[src/rtl/irq_agg_pkg.sv]
package irq_agg_pkg;
  localparam int NUM_SREG = 8;
  localparam int ADDR_W   = 4;

  localparam logic [ADDR_W-1:0] ADDR_PLL  = 4'd8;
  localparam logic [ADDR_W-1:0] ADDR_GIS  = 4'd9;
  localparam logic [ADDR_W-1:0] ADDR_CHAN = 4'd10;

  typedef enum logic [2:0] {
    SEL_STAT, SEL_PLL, SEL_GIS, SEL_CHAN, SEL_NONE
  } rd_sel_e;

  function automatic rd_sel_e decode_rd(input logic [ADDR_W-1:0] a);
    if (a < ADDR_W'(NUM_SREG)) return SEL_STAT;
    else if (a == ADDR_PLL)    return SEL_PLL;
    else if (a == ADDR_GIS)    return SEL_GIS;
    else if (a == ADDR_CHAN)   return SEL_CHAN;
    else                       return SEL_NONE;
  endfunction
endpackage

[src/rtl/irq_stat_reg.sv]
module irq_stat_reg #(
  parameter int W = 8
) (
  input  logic         clk,
  input  logic         rst,
  input  logic         vis_i,
  input  logic [W-1:0] mask_i,
  input  logic [W-1:0] evt_i,
  input  logic         clr_i,
  output logic [W-1:0] stat_o
);
  logic [W-1:0] stat_q;
  logic [W-1:0] take;

  // unmasked events always enter; masked ones only in visible mode
  always_comb take = evt_i & (~mask_i | {W{vis_i}});

  always_ff @(posedge clk) begin
    if (rst) stat_q <= '0;
    else     stat_q <= (clr_i ? '0 : stat_q) | take;
  end

  assign stat_o = stat_q;

  AST_MASKED_DROPPED: assert property (@(posedge clk) disable iff (rst)
    (!vis_i && !clr_i && ((evt_i & mask_i & ~stat_q) != '0))
    |=> ((stat_q & $past(evt_i & mask_i & ~stat_q)) == '0));
  AST_VISIBLE_KEPT: assert property (@(posedge clk) disable iff (rst)
    (vis_i && (evt_i != '0)) |=> ((stat_q & $past(evt_i)) == $past(evt_i)));
  AST_READ_EMPTIES: assert property (@(posedge clk) disable iff (rst)
    (clr_i && (evt_i == '0)) |=> (stat_q == '0));
  AST_EVT_OVER_CLEAR: assert property (@(posedge clk) disable iff (rst)
    (clr_i && ((evt_i & ~mask_i) != '0))
    |=> ((stat_q & $past(evt_i & ~mask_i)) == $past(evt_i & ~mask_i)));
endmodule

[src/rtl/irq_mask_file.sv]
module irq_mask_file
  import irq_agg_pkg::*;
#(
  parameter int N = NUM_SREG,
  parameter int W = 8
) (
  input  logic                clk,
  input  logic                rst,
  input  logic                we_i,
  input  logic [ADDR_W-1:0]   addr_i,
  input  logic [W-1:0]        data_i,
  output logic [N-1:0][W-1:0] mask_o,
  output logic                pll_mask_o
);
  logic [N-1:0][W-1:0] mask_q;
  logic                pll_mask_q;

  for (genvar r = 0; r < N; r++) begin : g_mask
    always_ff @(posedge clk) begin
      if (rst)                                       mask_q[r] <= '1;
      else if (we_i && (addr_i == ADDR_W'(r)))       mask_q[r] <= data_i;
    end
  end

  always_ff @(posedge clk) begin
    if (rst)                                pll_mask_q <= 1'b1;
    else if (we_i && (addr_i == ADDR_PLL))  pll_mask_q <= data_i[0];
  end

  assign mask_o     = mask_q;
  assign pll_mask_o = pll_mask_q;

  AST_MASKS_SET_BY_RESET: assert property (@(posedge clk)
    rst |=> ((mask_q == '1) && pll_mask_q));
endmodule

[src/rtl/irq_summary.sv]
module irq_summary #(
  parameter int N   = 8,
  parameter int W   = 8,
  parameter int NCH = 4
) (
  input  logic [N-1:0][W-1:0] stat_i,
  input  logic [N-1:0][W-1:0] mask_i,
  input  logic                pll_stat_i,
  input  logic                pll_mask_i,
  output logic [N-1:0]        gis_o,
  output logic [NCH-1:0]      chan_o,
  output logic                irq_o
);
  for (genvar r = 0; r < N; r++) begin : g_gis
    assign gis_o[r] = |(stat_i[r] & ~mask_i[r]);
  end

  always_comb begin
    chan_o = '0;
    for (int r = 0; r < N; r++) begin
      chan_o[r % NCH] = chan_o[r % NCH] | gis_o[r];
    end
  end

  assign irq_o = (|gis_o) | (pll_stat_i & ~pll_mask_i);
endmodule

[src/rtl/irq_aggregator.sv]
module irq_aggregator
  import irq_agg_pkg::*;
#(
  parameter int REG_W  = 8,
  parameter int NUM_CH = 4
) (
  input  logic                      clk,
  input  logic                      rst,
  input  logic [NUM_SREG*REG_W-1:0] isr_evt_i,
  input  logic                      pll_evt_i,
  input  logic                      vis_mode_i,
  input  logic                      pll_vis_i,
  input  logic                      wr_en_i,
  input  logic [ADDR_W-1:0]         wr_addr_i,
  input  logic [REG_W-1:0]          wr_data_i,
  input  logic                      rd_en_i,
  input  logic [ADDR_W-1:0]         rd_addr_i,
  output logic                      rd_valid_o,
  output logic [REG_W-1:0]          rd_data_o,
  output logic [NUM_SREG-1:0]       gis_o,
  output logic [NUM_CH-1:0]         chan_o,
  output logic                      irq_o
);
  localparam int N = NUM_SREG;

  logic [N-1:0][REG_W-1:0] stat, mask;
  logic                    pll_stat, pll_mask;
  logic [N-1:0]            clr;
  logic                    pll_clr;
  rd_sel_e                 sel;
  logic [REG_W-1:0]        rd_d, rd_q;
  logic                    rd_v_q;

  assign sel     = decode_rd(rd_addr_i);
  assign pll_clr = rd_en_i && (sel == SEL_PLL);

  irq_mask_file #(.N(N), .W(REG_W)) u_masks (
    .clk, .rst, .we_i(wr_en_i), .addr_i(wr_addr_i), .data_i(wr_data_i),
    .mask_o(mask), .pll_mask_o(pll_mask)
  );

  for (genvar r = 0; r < N; r++) begin : g_stat
    assign clr[r] = rd_en_i && (sel == SEL_STAT) && (rd_addr_i == ADDR_W'(r));
    irq_stat_reg #(.W(REG_W)) u_stat (
      .clk, .rst, .vis_i(vis_mode_i), .mask_i(mask[r]),
      .evt_i(isr_evt_i[r*REG_W +: REG_W]), .clr_i(clr[r]), .stat_o(stat[r])
    );
  end

  irq_stat_reg #(.W(1)) u_pll (
    .clk, .rst, .vis_i(pll_vis_i), .mask_i(pll_mask),
    .evt_i(pll_evt_i), .clr_i(pll_clr), .stat_o(pll_stat)
  );

  irq_summary #(.N(N), .W(REG_W), .NCH(NUM_CH)) u_sum (
    .stat_i(stat), .mask_i(mask), .pll_stat_i(pll_stat), .pll_mask_i(pll_mask),
    .gis_o, .chan_o, .irq_o
  );

  always_comb begin
    rd_d = '0;
    case (sel)
      SEL_STAT: rd_d = stat[rd_addr_i[$clog2(N)-1:0]];
      SEL_PLL:  rd_d = REG_W'(pll_stat);
      SEL_GIS:  rd_d = REG_W'(gis_o);
      SEL_CHAN: rd_d = REG_W'(chan_o);
      default:  rd_d = '0;
    endcase
  end

  always_ff @(posedge clk) begin
    if (rst) begin
      rd_q   <= '0;
      rd_v_q <= 1'b0;
    end else begin
      rd_q   <= rd_en_i ? rd_d : rd_q;
      rd_v_q <= rd_en_i;
    end
  end

  assign rd_data_o  = rd_q;
  assign rd_valid_o = rd_v_q;

  AST_READ_ANSWERS: assert property (@(posedge clk) disable iff (rst)
    rd_en_i |=> rd_valid_o);
  AST_NO_SPURIOUS_VALID: assert property (@(posedge clk) disable iff (rst)
    !rd_en_i |=> !rd_valid_o);
  AST_IRQ_HAS_SOURCE: assert property (@(posedge clk) disable iff (rst)
    irq_o |-> ((gis_o != '0) || (pll_stat && !pll_mask)));
  AST_CHAN_TRACKS_GIS: assert property (@(posedge clk) disable iff (rst)
    ((chan_o != '0) == (gis_o != '0)));
  AST_PLL_NOT_IN_GIS: assert property (@(posedge clk) disable iff (rst)
    (pll_stat && !pll_mask && (gis_o == '0)) |-> irq_o);
endmodule

[config.mk]
export PLATFORM = sky130hd
export DESIGN_NAME = irq_aggregator
export DESIGN_NICKNAME = d
export VERILOG_FILES = /design/src/rtl/irq_agg_pkg.sv /design/src/rtl/irq_stat_reg.sv /design/src/rtl/irq_mask_file.sv /design/src/rtl/irq_summary.sv /design/src/rtl/irq_aggregator.sv
export SDC_FILE = /design/constraint.sdc
export NUM_CORES = 1
export LEC_CHECK = 0
export ABC_AREA = 1
export BUFFER_PORTS_ARGS = -buffer_cell sky130_fd_sc_hd__buf_2
export CORE_MARGIN = 5
export CORE_UTILIZATION = 45
export DETAILED_ROUTE_END_ITERATION = 12
export PLACE_DENSITY = 0.64
export RECOVER_POWER = 50
export SETUP_SLACK_MARGIN = 0.4
export SLEW_MARGIN = 20
export SYNTH_ARGS = -nofsm -noshare
export SYNTH_HDL_FRONTEND = slang
export SYNTH_SLANG_ARGS = --single-unit
[constraint.sdc]
create_clock -name clk -period 3.5 [get_ports clk]
set_clock_uncertainty 0.1 [all_clocks]
set_input_delay 0.175 -clock clk [delete_from_list [all_inputs] [get_ports clk]]
set_output_delay 0.175 -clock clk [all_outputs]
set_load 0.01 [all_outputs]
==> results.md <==
* # diodes at 0
* Post-DRT Antenna Nets at 0
* Lkg Pwr at 3.885 nW
* CORE AREA at 13,770 sq um
* Max_cap viols at 0
* Grt total ovfl at 0
* # setup viols final at 0
* Wire length on met2 at 10,230 um
* Sw Ratio at 0.2510
* Vias per cell at 5.171
* Area delta synth->final at 28.45%
* Met3 wire length at 1462 um
* Total power at 0.003737 W
* Drt first pass iters at 5
* Largest delay share family, worst path: simple AND/OR/NAND/NOR gates
* Gpl congestion at 0.9336
* Setup WS post-layout at 1.397 ns
* Clk pwr share at 0.424
* Final Net Count at 1,160
* Mean Syn Cell Area at 6.848 sq um
* Worst EP arrival at 1.83 ns
* Top Layer Used: met4
* Die Area at 16,420 sq um
* Starting Density at 0.4559
* Die width at 128.1 um
* DRT met1 WL at 8400 um
* Sink Count at 139
* Vias in the first global route at 6,086
* Worst path max stage delay at 0.30 ns
* Power density cells at 463.2 nW/um^2
* Outcome: completed
* Overall global routing resource usage at 0.2573
* Register area share after synthesis at 0.4431
* Cells after Synth at 917
* Slew @ Worst Pin at 1.100 ns
* Slew HR at 0.2642
* H-tree depth at 4
* Hpwl dp at 14,160 um
* R2R setup slack at 1.98 ns
* Max Transition Viols Final at 0
* Net count after synthesis at 1,004
* Hold crit path type: input pin to flop
* Clk Latency, worst-skew pair at 0.43 ns
* DRC at 0
* CTS tree: done
* Final worst path period share at 0.6009
* Height of the die at 128.1 um
* Post-Place Setup Slack at 1.682 ns
* Final period demand of the worst path at 2.103 ns
* Fillers at 1,326
* Number of buffers created by CTS at 17
* PortBufs at 108
* WS Path Type: flop to primary output
* Fmax at 0.4755 GHz
* Post-synth top area cell: dfxtp_1
* Startpoint types: flop
* Net Sw Power at 0.0009380 W
* Io pins at 109
* Post-synth top area share at 0.4431
* Largest net degree at the start of global routing at 92
* Root buffer cell: clkbuf_16
* Maximum fanout along the worst path at 4
* Via count at 6,541
* Routed wire length at 20,620 um
* Slowest stage cell on the critical path: dfxtp_1
* Clock slew at reported path FFs at 0.06 ns
* Critical path's most frequent cell: nand2_1
* CP Cell Sequence: inv_1 > nand2_1 > o21ai_0 > nor2_1 > nand2_1 > nor2_1 > inv_1 > nor3_1 > nand2_1 > buf_2
* Final Cell Area at 8066 sq um
* Crit path buf inv count at 3
* Post-synthesis instance area at 6280 sq um
* Register bit total from synthesis at 139
* CTS Buffer Depth at 2
* Hold Violations, Final at 0
* Yosys Warn Count at 0
* Routed WL per cell at 16.30 um
* Gate power share at 0.118
* Ratio of cells with drive above 1 in the final layout at 0.1300
* RSZ-0062 raised after global routing: no
* Post-CTS resize count at 0
* Commonest non-fill, non-tap cell in the layout: nand2_1
* Most frequent cells in the layout: 263 x nand2_1, 139 x dfxtp_1, 104 x inv_1, 101 x o21ai_0, 97 x buf_2
* Rows at 43
* Required time of the critical path at 3.22 ns
* DRT iter0 DRCs at 523
* Distinct cell type count after synthesis at 30
* Crit path capture type: primary output
* Global-route wire length before repair at 32,370 um
* Internal power at 0.002799 W
* Antenna violations before repair at 0
* Setup TNS at 0 ns
* Placed cell area at 6874 sq um
* Sequential Power Share at 0.458
* Worst vdd ir at 0.3576 mV
* Top cells by area, synth: dfxtp_1 44%, nand2_1 16%, o21ai_0 8.0%
## flip-flops by register name (all words and copies together), names as in the netlist
register and cells:
u_masks.pll_mask_o 1, rd_data_o 8, g_stat.u_stat.stat_o 64, rd_valid_o 1, u_masks.mask_o 64, u_pll.stat_o 1
## final timing paths
kind | end | from | cells after the start
worst min register to register | g_stat[5].u_stat.stat_o[4] | g_stat[5].u_stat.stat_o[4] | 2
worst max-delay path | irq_o | u_masks.mask_o[48] | 10
worst max register to register | rd_data_o[3] | u_masks.mask_o[28] | 11
worst min-delay path | u_masks.pll_mask_o | wr_addr_i[2] | 5
## what timing repair did
action / in CTS / in global routing
hold endpoints to repair: 69 / 0
endpoints found under the setup margin: 0 / 0
buffers inserted: 0 / 0
hold buffers: 69 / 0
## worst register-to-register path: stages (launching register included)
cell     delay (ns)
dfxtp_1        0.30
inv_1          0.05
nand2_1        0.07
nand2_1        0.05
nor2_1         0.21
nand2_1        0.16
nand2_1        0.09
nand2_1        0.05
nor2_1         0.09
nand2_1        0.06
nand2_1        0.08
a21oi_2        0.06
## metrics by stage
step / util / hold slack (ns) / cells
after floorplan: - / 0.2362 / 917
after global placement: 0.4991 / 0.3435 / 1165
after detailed placement: 0.4991 / 0.3448 / 1165
after CTS: 0.5863 / 0.0006616 / 1265
after global routing: 0.5857 / 0.06870 / 1265
final: 0.5857 / 0.03214 / 1265
## kinds of logic (layout without fill, tap and decap cells)
group / after synthesis / after routing / synth area share
flops: 139 / 139 / 0.4431
compound gates: 262 / 262 / 0.2317
simple gates: 363 / 363 / 0.2285
buf+inv: 153 / 321 / 0.09663
## cell type report
type,instances,area (sq um),share of cell area
clock buffers,29,500.5,0.06204
clock inverters,2,10.01,0.001241
inverters,110,412.9,0.05119
multi-input cells,625,2895,0.3589
flip-flops and latches,139,2783,0.3450
well taps,180,225.2,0.02792
repair buffers,180,1240,0.1537
## power by group through the flow
stage | clock [W] | sequential, W | combinational, W
after floorplan | 0 | 0.00173 | 0.000236
after global placement | 0 | 0.00174 | 0.000381
after detailed placement | 0 | 0.00174 | 0.000383
after CTS | 0.00160 | 0.00171 | 0.000442
after global routing | 0.00167 | 0.00172 | 0.000495
final | 0.00158 | 0.00171 | 0.000442
## per-layer routing
metal,up-vias,GRT usage
li1,3283,-
met3,38,0.05750
met1,2995,0.3111
met4,0,0.08739
met2,225,0.4504
met5,-,0
## synth_stat cells (all sizes together)
cell	n
nor2	73
inv	108
o21ai	110
dfxtp	139
o211ai	50
nand2	267
nand4	3
o2111ai	2
nor3	3
o31ai	1
clkbuf	28
clkinv	2
buf	15
a21oi	95
or2	8
nand3	9
o22ai	4
No activity file was read; power rests on OpenSTA's default activity.
